<file path="config.mk">
export PLATFORM = sky130hd
export DESIGN_NAME = event_framer
export DESIGN_NICKNAME = d
export VERILOG_FILES = /design/src/rtl/framer_pkg.sv /design/src/rtl/payload_buffer.sv /design/src/rtl/meta_capture.sv /design/src/rtl/frame_sequencer.sv /design/src/rtl/event_framer.sv
export SDC_FILE = /design/constraint.sdc
export NUM_CORES = 2
export LEC_CHECK = 0
export ABC_AREA = 1
export BUFFER_PORTS_ARGS = -buffer_cell sky130_fd_sc_hd__buf_4
export CAP_MARGIN = 20
export CORE_ASPECT_RATIO = 1.25
export CORE_MARGIN = 2
export CORE_UTILIZATION = 30
export CTS_CLUSTER_SIZE = 16
export DETAILED_ROUTE_END_ITERATION = 8
export HOLD_SLACK_MARGIN = 0.02
export PLACE_DENSITY = 0.51
export SYNTH_ARGS = -nofsm -noshare
export SYNTH_HDL_FRONTEND = slang
export SYNTH_HIERARCHICAL = 1
export SYNTH_SLANG_ARGS = --single-unit
</file>
<file path="constraint.sdc">
create_clock -name clk -period 6.3 [get_ports clk]
set_input_delay 0 -clock clk [delete_from_list [all_inputs] [get_ports clk]]
set_output_delay 0 -clock clk [all_outputs]
set_load 0.02 [all_outputs]
</file>
<file path="src/rtl/framer_pkg.sv">
package framer_pkg;

    localparam int          WORD_W      = 32;
    localparam int          SRC_W       = 10;
    localparam int          SIZE_W      = 16;
    localparam int          HDR_WORDS   = 3;
    localparam logic [27:0] OPEN_VAL    = 28'h0000000;
    localparam logic [27:0] CLOSE_VAL   = 28'hCFED120;
    localparam logic [3:0]  CTRL_NIBBLE = 4'h0;

    typedef enum logic [2:0] {
        ST_FILL,
        ST_OPEN,
        ST_IDW,
        ST_SEQW,
        ST_STATW,
        ST_DATA,
        ST_CLOSE
    } frm_state_e;

    typedef struct packed {
        logic [4:0]  evt_type;
        logic [10:0] spill;
        logic [19:0] evt_num;
        logic [7:0]  fmt_ver;
        logic [7:0]  err_words;
        logic [7:0]  trig_err;
        logic [7:0]  status;
    } evt_meta_t;

    typedef struct packed {
        logic [WORD_W-1:0] id_w;
        logic [WORD_W-1:0] seq_w;
        logic [WORD_W-1:0] stat_w;
    } hdr_words_t;

    function automatic logic [WORD_W-1:0] ctrl_word(input logic [27:0] val);
        return {val, CTRL_NIBBLE};
    endfunction

    function automatic logic [SIZE_W-1:0] frame_size(input logic [SIZE_W-1:0] payload_n);
        return payload_n + SIZE_W'(HDR_WORDS);
    endfunction

    function automatic logic [WORD_W-1:0] make_id_word(input logic [4:0] typ,
                                                       input logic [SRC_W-1:0] src,
                                                       input logic [SIZE_W-1:0] sz);
        return {1'b0, typ, src, sz};
    endfunction

    function automatic logic [WORD_W-1:0] make_seq_word(input evt_meta_t m);
        return {1'b0, m.spill, m.evt_num};
    endfunction

    function automatic logic [WORD_W-1:0] make_stat_word(input evt_meta_t m);
        return {m.fmt_ver, m.err_words, m.trig_err, m.status};
    endfunction

endpackage

</file>
<file path="src/rtl/payload_buffer.sv">
module payload_buffer
    import framer_pkg::*;
#(
    parameter int DEPTH = 64,
    localparam int AW   = $clog2(DEPTH),
    localparam int CW   = $clog2(DEPTH + 1)
) (
    input  logic              clk,
    input  logic              rst,
    input  logic              wr_en,
    input  logic [WORD_W-1:0] wr_data,
    input  logic              rd_adv,
    input  logic              clear,
    output logic [CW-1:0]     count,
    output logic [WORD_W-1:0] rd_data,
    output logic              full
);

    logic [WORD_W-1:0] mem [DEPTH];
    logic [AW-1:0]     rd_ptr;

    always_ff @(posedge clk) begin
        if (wr_en) begin
            mem[count[AW-1:0]] <= wr_data;
        end
    end

    always_ff @(posedge clk) begin
        if (rst || clear) begin
            count  <= '0;
            rd_ptr <= '0;
        end else begin
            if (wr_en) begin
                count <= count + CW'(1);
            end
            if (rd_adv) begin
                rd_ptr <= rd_ptr + AW'(1);
            end
        end
    end

    assign rd_data = mem[rd_ptr];
    assign full    = (count == CW'(DEPTH));

    // the buffer never takes a word beyond its depth
    a_r11_no_overflow: assert property (@(posedge clk) disable iff (rst)
        wr_en |-> (count < CW'(DEPTH)));

endmodule

</file>
<file path="src/rtl/meta_capture.sv">
module meta_capture
    import framer_pkg::*;
#(
    parameter int CW = 7
) (
    input  logic             clk,
    input  logic             rst,
    input  logic             src_wr,
    input  logic [SRC_W-1:0] src_wdata,
    input  logic             capture,
    input  evt_meta_t        meta_in,
    input  logic [CW-1:0]    payload_n,
    output hdr_words_t       hdr
);

    logic [SRC_W-1:0]  src_reg;
    logic [SIZE_W-1:0] size_now;

    always_ff @(posedge clk) begin
        if (rst) begin
            src_reg <= '0;
        end else if (src_wr) begin
            src_reg <= src_wdata;
        end
    end

    assign size_now = frame_size(SIZE_W'(payload_n));

    always_ff @(posedge clk) begin
        if (rst) begin
            hdr <= '0;
        end else if (capture) begin
            hdr.id_w   <= make_id_word(meta_in.evt_type, src_reg, size_now);
            hdr.seq_w  <= make_seq_word(meta_in);
            hdr.stat_w <= make_stat_word(meta_in);
        end
    end

endmodule

</file>
<file path="src/rtl/frame_sequencer.sv">
module frame_sequencer
    import framer_pkg::*;
#(
    parameter int CW = 7
) (
    input  logic          clk,
    input  logic          rst,
    input  logic          last_fire,
    input  logic [CW-1:0] count,
    input  logic          link_full,
    output frm_state_e    state,
    output logic          out_valid,
    output logic          rd_adv,
    output logic          clear,
    output logic          in_open
);

    logic [CW-1:0] sent_cnt;
    logic          adv;
    logic          data_done;
    frm_state_e    nxt;

    assign out_valid = (state != ST_FILL);
    assign adv       = out_valid && !link_full;
    assign rd_adv    = adv && (state == ST_DATA);
    assign clear     = adv && (state == ST_CLOSE);
    assign in_open   = (state == ST_FILL);
    assign data_done = (sent_cnt == (count - CW'(1)));

    always_comb begin
        nxt = state;
        case (state)
            ST_FILL:  if (last_fire) nxt = ST_OPEN;
            ST_OPEN:  if (adv)       nxt = ST_IDW;
            ST_IDW:   if (adv)       nxt = ST_SEQW;
            ST_SEQW:  if (adv)       nxt = ST_STATW;
            ST_STATW: if (adv)       nxt = ST_DATA;
            ST_DATA:  if (adv && data_done) nxt = ST_CLOSE;
            ST_CLOSE: if (adv)       nxt = ST_FILL;
            default:                 nxt = ST_FILL;
        endcase
    end

    always_ff @(posedge clk) begin
        if (rst) begin
            state    <= ST_FILL;
            sent_cnt <= '0;
        end else begin
            state <= nxt;
            if (clear) begin
                sent_cnt <= '0;
            end else if (rd_adv) begin
                sent_cnt <= sent_cnt + CW'(1);
            end
        end
    end

    // payload reads never exceed the stored word count
    a_r7_reads_bounded: assert property (@(posedge clk) disable iff (rst)
        rd_adv |-> (sent_cnt < count));

    // a frame only begins from the fill state on the last payload word
    a_r10_start_from_fill: assert property (@(posedge clk) disable iff (rst)
        (state == ST_FILL && !last_fire) |=> (state == ST_FILL));

endmodule

</file>
<file path="src/rtl/event_framer.sv">
module event_framer
    import framer_pkg::*;
#(
    parameter int DEPTH = 64,
    localparam int CW   = $clog2(DEPTH + 1)
) (
    input  logic        clk,
    input  logic        rst,
    input  logic        src_wr,
    input  logic [9:0]  src_wdata,
    input  logic [4:0]  evt_type,
    input  logic [10:0] spill_num,
    input  logic [19:0] evt_num,
    input  logic [7:0]  fmt_ver,
    input  logic [7:0]  err_words,
    input  logic [7:0]  trig_err,
    input  logic [7:0]  evt_status,
    input  logic        in_valid,
    output logic        in_ready,
    input  logic [31:0] in_data,
    input  logic        in_last,
    output logic        out_valid,
    output logic [31:0] out_data,
    output logic        out_ctrl,
    input  logic        link_full
);

    frm_state_e        state;
    logic              in_open;
    logic              buf_full;
    logic              in_fire;
    logic              last_fire;
    logic              rd_adv;
    logic              clear;
    logic [CW-1:0]     count;
    logic [WORD_W-1:0] rd_data;
    hdr_words_t        hdr;
    evt_meta_t         meta;

    assign in_ready  = in_open && !buf_full;
    assign in_fire   = in_valid && in_ready;
    assign last_fire = in_fire && in_last;

    assign meta = '{evt_type:  evt_type,
                    spill:     spill_num,
                    evt_num:   evt_num,
                    fmt_ver:   fmt_ver,
                    err_words: err_words,
                    trig_err:  trig_err,
                    status:    evt_status};

    payload_buffer #(.DEPTH(DEPTH)) buf_i (
        .clk     (clk),
        .rst     (rst),
        .wr_en   (in_fire),
        .wr_data (in_data),
        .rd_adv  (rd_adv),
        .clear   (clear),
        .count   (count),
        .rd_data (rd_data),
        .full    (buf_full)
    );

    meta_capture #(.CW(CW)) meta_i (
        .clk       (clk),
        .rst       (rst),
        .src_wr    (src_wr),
        .src_wdata (src_wdata),
        .capture   (last_fire),
        .meta_in   (meta),
        .payload_n (count + CW'(1)),
        .hdr       (hdr)
    );

    frame_sequencer #(.CW(CW)) seq_i (
        .clk       (clk),
        .rst       (rst),
        .last_fire (last_fire),
        .count     (count),
        .link_full (link_full),
        .state     (state),
        .out_valid (out_valid),
        .rd_adv    (rd_adv),
        .clear     (clear),
        .in_open   (in_open)
    );

    always_comb begin
        out_data = '0;
        out_ctrl = 1'b0;
        case (state)
            ST_OPEN: begin
                out_data = ctrl_word(OPEN_VAL);
                out_ctrl = 1'b1;
            end
            ST_IDW:   out_data = hdr.id_w;
            ST_SEQW:  out_data = hdr.seq_w;
            ST_STATW: out_data = hdr.stat_w;
            ST_DATA:  out_data = rd_data;
            ST_CLOSE: begin
                out_data = ctrl_word(CLOSE_VAL);
                out_ctrl = 1'b1;
            end
            default: ;
        endcase
    end

    // a stalled word stays on the bus unchanged
    a_r8_hold_on_full: assert property (@(posedge clk) disable iff (rst)
        (out_valid && link_full) |=> (out_valid && $stable(out_data) && $stable(out_ctrl)));

    // payload input is closed while a frame is on the output
    a_r10_closed_while_sending: assert property (@(posedge clk) disable iff (rst)
        out_valid |-> !in_ready);

    // every control word carries the zero control nibble
    a_r2_ctrl_nibble: assert property (@(posedge clk) disable iff (rst)
        (out_valid && out_ctrl) |-> (out_data[3:0] == 4'h0));

    // the opening control word follows the last accepted payload word
    a_r1_open_after_last: assert property (@(posedge clk) disable iff (rst)
        last_fire |=> (out_valid && out_ctrl && out_data == 32'h0));

endmodule

</file>
* After elaboration in Yosys (flattened, before gate mapping)
Memories as Yosys holds them, arrays and structs flattened. A register that Yosys moved wholly into a read port is not among the register bits. Cells that the tools add are included.
Word-level totals: memories 1, logic and storage cells 58, bits in latches 0, register bits after elaboration 127, memory bits (read-only) 0, input bits 116, memory bits (writable) 2048, output and inout port bits 35
Operators by class: magnitude comparators 0, mux-type cells 14, equal/unequal tests 15, reductions and logical operators 15, div/mod/pow operators 0, shift operators 0, add/subtract/negate cells 5, multiply operators 0, bitwise gates (word level) 0
Memory list:
- buf_i.mem | words 64, bits a word 32, rd ports 1, clocked after memory_dff 1, write ports 1, line payload_buffer.sv:19 | logic [WORD_W-1:0] mem [DEPTH];
Operators with widths (count):
- 32-bit case mux with 5 select lines | 1
- 3-bit two-way mux | 7
- 3-bit case mux with 7 select lines | 1
- 7-bit by 1-bit adder with 7-bit output, second input constant | 2
- 6-bit two-way mux | 2
- 2-bit by 1-bit != test with 1-bit output, second input constant | 6
- 3-bit == test, second input constant | 3
- 7-bit by 2-bit adder with 8-bit output, second input constant | 1
- 7-bit == test | 1
- 7-bit == test, second input constant | 1
- 1-bit logical AND | 7
- 7-bit AND reduction | 1
- 7-bit by 1-bit subtractor with 7-bit output, second input constant | 1
- 6-bit by 1-bit adder with 6-bit output, second input constant | 1
- 3-bit by 2-bit == test with 1-bit output, second input constant | 2
- 2-bit OR reduction | 2
- 3-bit by 1-bit == test with 1-bit output, second input constant | 1
- 3-bit zero test | 1
- 1-bit two-way mux | 3
- 3-bit nonzero test | 1
- 1-bit zero test | 2
- 2-bit != test, second input constant | 1
- 1-bit logical OR | 1

* Depth between registers and ports, before layout
word-level depth 7, mapped depth 17

* Hierarchy
Netlist, hierarchy kept.
Modules (own cells, without submodules):
- payload_buffer | area an instance 82813.2 sq um, times used 1, cells each 6828
- meta_capture | area an instance 3505.9 sq um, times used 1, cells each 454
- event_framer | area an instance 1365.1 sq um, times used 1, cells each 279
- frame_sequencer | area an instance 804.5 sq um, times used 1, cells each 137

* Worst setup path before layout
Ideal clock, no wire load.
path kind reg2reg, start point register buf_i.count[4], end point memory buf_i.mem[63][0], enable pin, library setup time 463 ps, cell stages (with the launch flop) 9, path slack 1825 ps, data arrival time 4012 ps, path buffers 2, clock period less this slack 4475 ps, cell sequence dfxtp_1 -> clkbuf_1 -> nor2_1 -> nand2_1 -> nor2_1 -> nor3b_1 -> clkbuf_1 -> nand2_1 -> nor3_1
Between the ends: word-level cells in the longest chain between the ends 6
RTL lines:
- start: declaration | line payload_buffer.sv:14 | output logic [CW-1:0] count,
- start signal: assignment | line payload_buffer.sv:34 | count <= count + CW'(1);
- 7-bit == test | line payload_buffer.sv:43 | assign full = (count == CW'(DEPTH));
- named net buf_full | line event_framer.sv:30 | logic buf_full;
- 1-bit zero test | line event_framer.sv:40 | assign in_ready = in_open && !buf_full;
- 1-bit logical AND | line event_framer.sv:40
- 1-bit logical AND | line event_framer.sv:41 | assign in_fire = in_valid && in_ready;
- named net in_fire | line event_framer.sv:31 | logic in_fire;
- 1-bit two-way mux | line payload_buffer.sv:23 | if (wr_en) begin
- 1-bit two-way mux (not written as such) | line payload_buffer.sv:24 | mem[count[AW-1:0]] <= wr_data;
- end: declaration | line payload_buffer.sv:19
The timed path passes the listed nets, and every way through them passes these cells.

* Worst setup path in the final report
start point register buf_i.count[3], end point register, netlist name meta_i/hdr[92]
Between the ends: word-level cells in the longest chain between the ends 5
RTL lines:
- 7-bit == test | line payload_buffer.sv:43
- named net buf_full | line event_framer.sv:30
- 1-bit zero test | line event_framer.sv:40
- 1-bit logical AND | line event_framer.sv:40
- 1-bit logical AND | line event_framer.sv:41
- 1-bit logical AND | line event_framer.sv:42 | assign last_fire = in_fire && in_last;
- named net last_fire | line event_framer.sv:32 | logic last_fire;
The timed path passes the listed nets, and every way through them passes these cells. A chain may end at the register's enable or synchronous reset.

==> summary.txt <==
PwrDens = 290 nW/um2
Fin. Hold Viols = 0
CTS tree = done
Post-synth top flop = edfxtp_1
Crit start category = flop
Area of the core = 293000 um2
Initial DRC Count = 6167
CTS Hold Bufs = 340
RSZ-0062 raised after global routing = false
Setup TNS = 0 ns
Top Ports = 151
Slew Limit Fails = 0
Post-synth top area cell = edfxtp_1
Initial Util = 30.2%
Placed Cells incl. Taps = 11400
Synthesized flop and latch total = 2173
Post-synth cell types = 40
Critical Path RT = 7.09 ns
GP Congestion = 0.869
Worst Setup Path Type = reg2reg
Post-synth ARST share = 0%
Final Cell Area = 104000 um2
Clock sinks = 2173
Worst-Margin Slew = 1.14 ns
Die width = 490 um
Clock Skews = 0.0759 ns
Post-DP HPWL = 160 mm
Pin count of the biggest net entering global routing = 184
Share of layout cells above drive strength 1 = 8.06%
Max-Cap Viols = 0
Avg Vias per Cell = 4.98
Total global-route track usage = 18.3%
Max rail drop VDD = 0.000199 V
Aggregate routed wire length = 282 mm
Path type of the worst min-delay path = in2reg
Netlist Area Pre-Place = 88500 um2
Die area = 299000 um2
DP Area = 93800 um2
Drt pass-1 iters = 6
Final period util = 75.6%
Synth cell count leaders = 2342 x nand2_1, 2048 x edfxtp_1, 1972 x nand3_1
Max reg flops = 2048
Non-Filler Instances = 12100
Hold path start = in_data[29]
H-tree levels = 4
Setup slack at placement = 1.65 ns
Total Power = 30.2 mW
Post-route ant nets = 0
Area Overhead vs Synth = 17.7%
Most instantiated library cell after synthesis = nand2_1
Post-Syn Instances = 7698
# DRC = 0
CP Capture Type = flop
Synth top area share = 69.5%
Mean Syn Cell Area = 11.5 um2
Register area share after synthesis = 72.3%
Max frequency = 0.210 GHz
Largest cells by area after synthesis = edfxtp_1 69%, nand3_1 11%, nand2_1 9.9%, dfxtp_1 2.8%, buf_2 1.8%
Post-synth EDFFs = 2048
Tmin final = 4.76 ns
CP Data Arrival Time = 5.56 ns
Remaining Overflow, GRT = 0
Vias = 60400
RR Startpoint = buf_i/count[3]
Ys Warns = 6
Root Driver = clkbuf_16
Top fanout value on the critical path = 79
Setup Viol. Count Final = 0
Cell Rows = 222
Antenna violations before repair = 21
IO Port Bufs = 150
Post-route setup slack = 1.54 ns
Die Height = 611 um
Static leakage = 36.4 nW
Wire length per cell = 23.3 um
Crit path launch = buf_i/count[3]
Outcome = completed
Clk_lat worst skew = 0.90 ns
CTS Buf Count = 214
# Post-CTS Setup Buffers = 0
Number of global-route vias before repair = 57500
First-pass GRT wire length = 405 mm
Net count, final = 8148
Relative slew slack = 24.1%
Clk pin slew, worst setup/hold paths = 0.07 ns
Post-CTS Resized = 0
Clock buffer depth = 4
-- cells in the final DEF, fill, tap and decap left out, types with 6 or more instances in the layout --
master	count
diode_2	14
inv_1	87
nor2_1	272
xor2_1	6
bufinv_16	24
clkinvlp_4	6
o21ai_1	12
nand3_1	1972
o21ai_0	103
edfxtp_1	2048
buf_12	39
buf_4	236
clkbuf_16	215
clkinv_2	35
dfxtp_1	118
dlygate4sd3_1	340
a21oi_1	19
nand4_1	76
conb_1	10
ha_1	7
nor3_1	9
clkinv_1	47
nand2_1	2342
clkbuf_1	48
nor2_4	62
-- logic make-up after synthesis --
family	synth area share [%]
adder cells (fa/ha/maj)	0.0990
other	0.00424
buffers and inverters	3.40
XOR/XNOR	0.0792
AND/OR/NAND/NOR	23.3
AO/OA/AOI/OAI	0.810
multiplexers	0.0113
flip-flops	72.3
-- stage by stage --
stage / utilization, % / hold slack (ns)
floorplan: - / 0.0691
global placement: 31.9 / 0.231
detailed placement: 32.0 / 0.232
CTS: 35.5 / 0.0507
global route: 35.5 / 0.0694
finish: 35.6 / 0.0881
-- report_power, final --
part	total [mW]	leakage [nW]	switching (mW)	internal, mW
Sequential	16.0	19.4	0.0660	15.9
Clock	12.8	3.30	5.56	7.23
Combinational	1.42	13.7	1.00	0.416
Total	30.2	36.4	6.63	23.6
-- layer usage --
metal	share of wire, %	vias up	wire length (um)	track usage, %
met5	0.022	-	61	0
li1	-	27800	-	-
met1	43	30100	121000	24.8
met3	6.0	403	17000	2.35
met4	3.4	10	9680	6.15
met2	48	2027	135000	30.2
-- critical path, cell delays in order (launching register included) --
cell	delay [ns]
dfxtp_1	0.58
inv_1	0.21
nand2_1	0.64
nor2_1	0.17
nor2_1	0.41
and3_2	0.28
dlygate4sd3_1	0.60
inv_4	0.28
nor2_1	0.26
dlygate4sd3_1	0.59
nor2_1	0.05
dlygate4sd3_1	0.55
-- final timing paths --
kind	cells after the start	slack (ns)	endpoint
max	11	1.54	meta_i/hdr[92]
min	2	0.09	buf_i/mem[45][29]
max reg2reg	11	1.54	meta_i/hdr[92]
min reg2reg	2	0.49	meta_i/hdr[81]
-- layout make-up --
type	instances	area [um2]
clock inverter	118	1220
timing repair buffer	618	6040
fill	28300	189000
tap	3920	4900
inverter	99	412
clock buffer	263	5560
sequential	2173	64000
multi-input combinational	4919	22000
antenna	14	35.0
(Power assumes the default switching activity.)
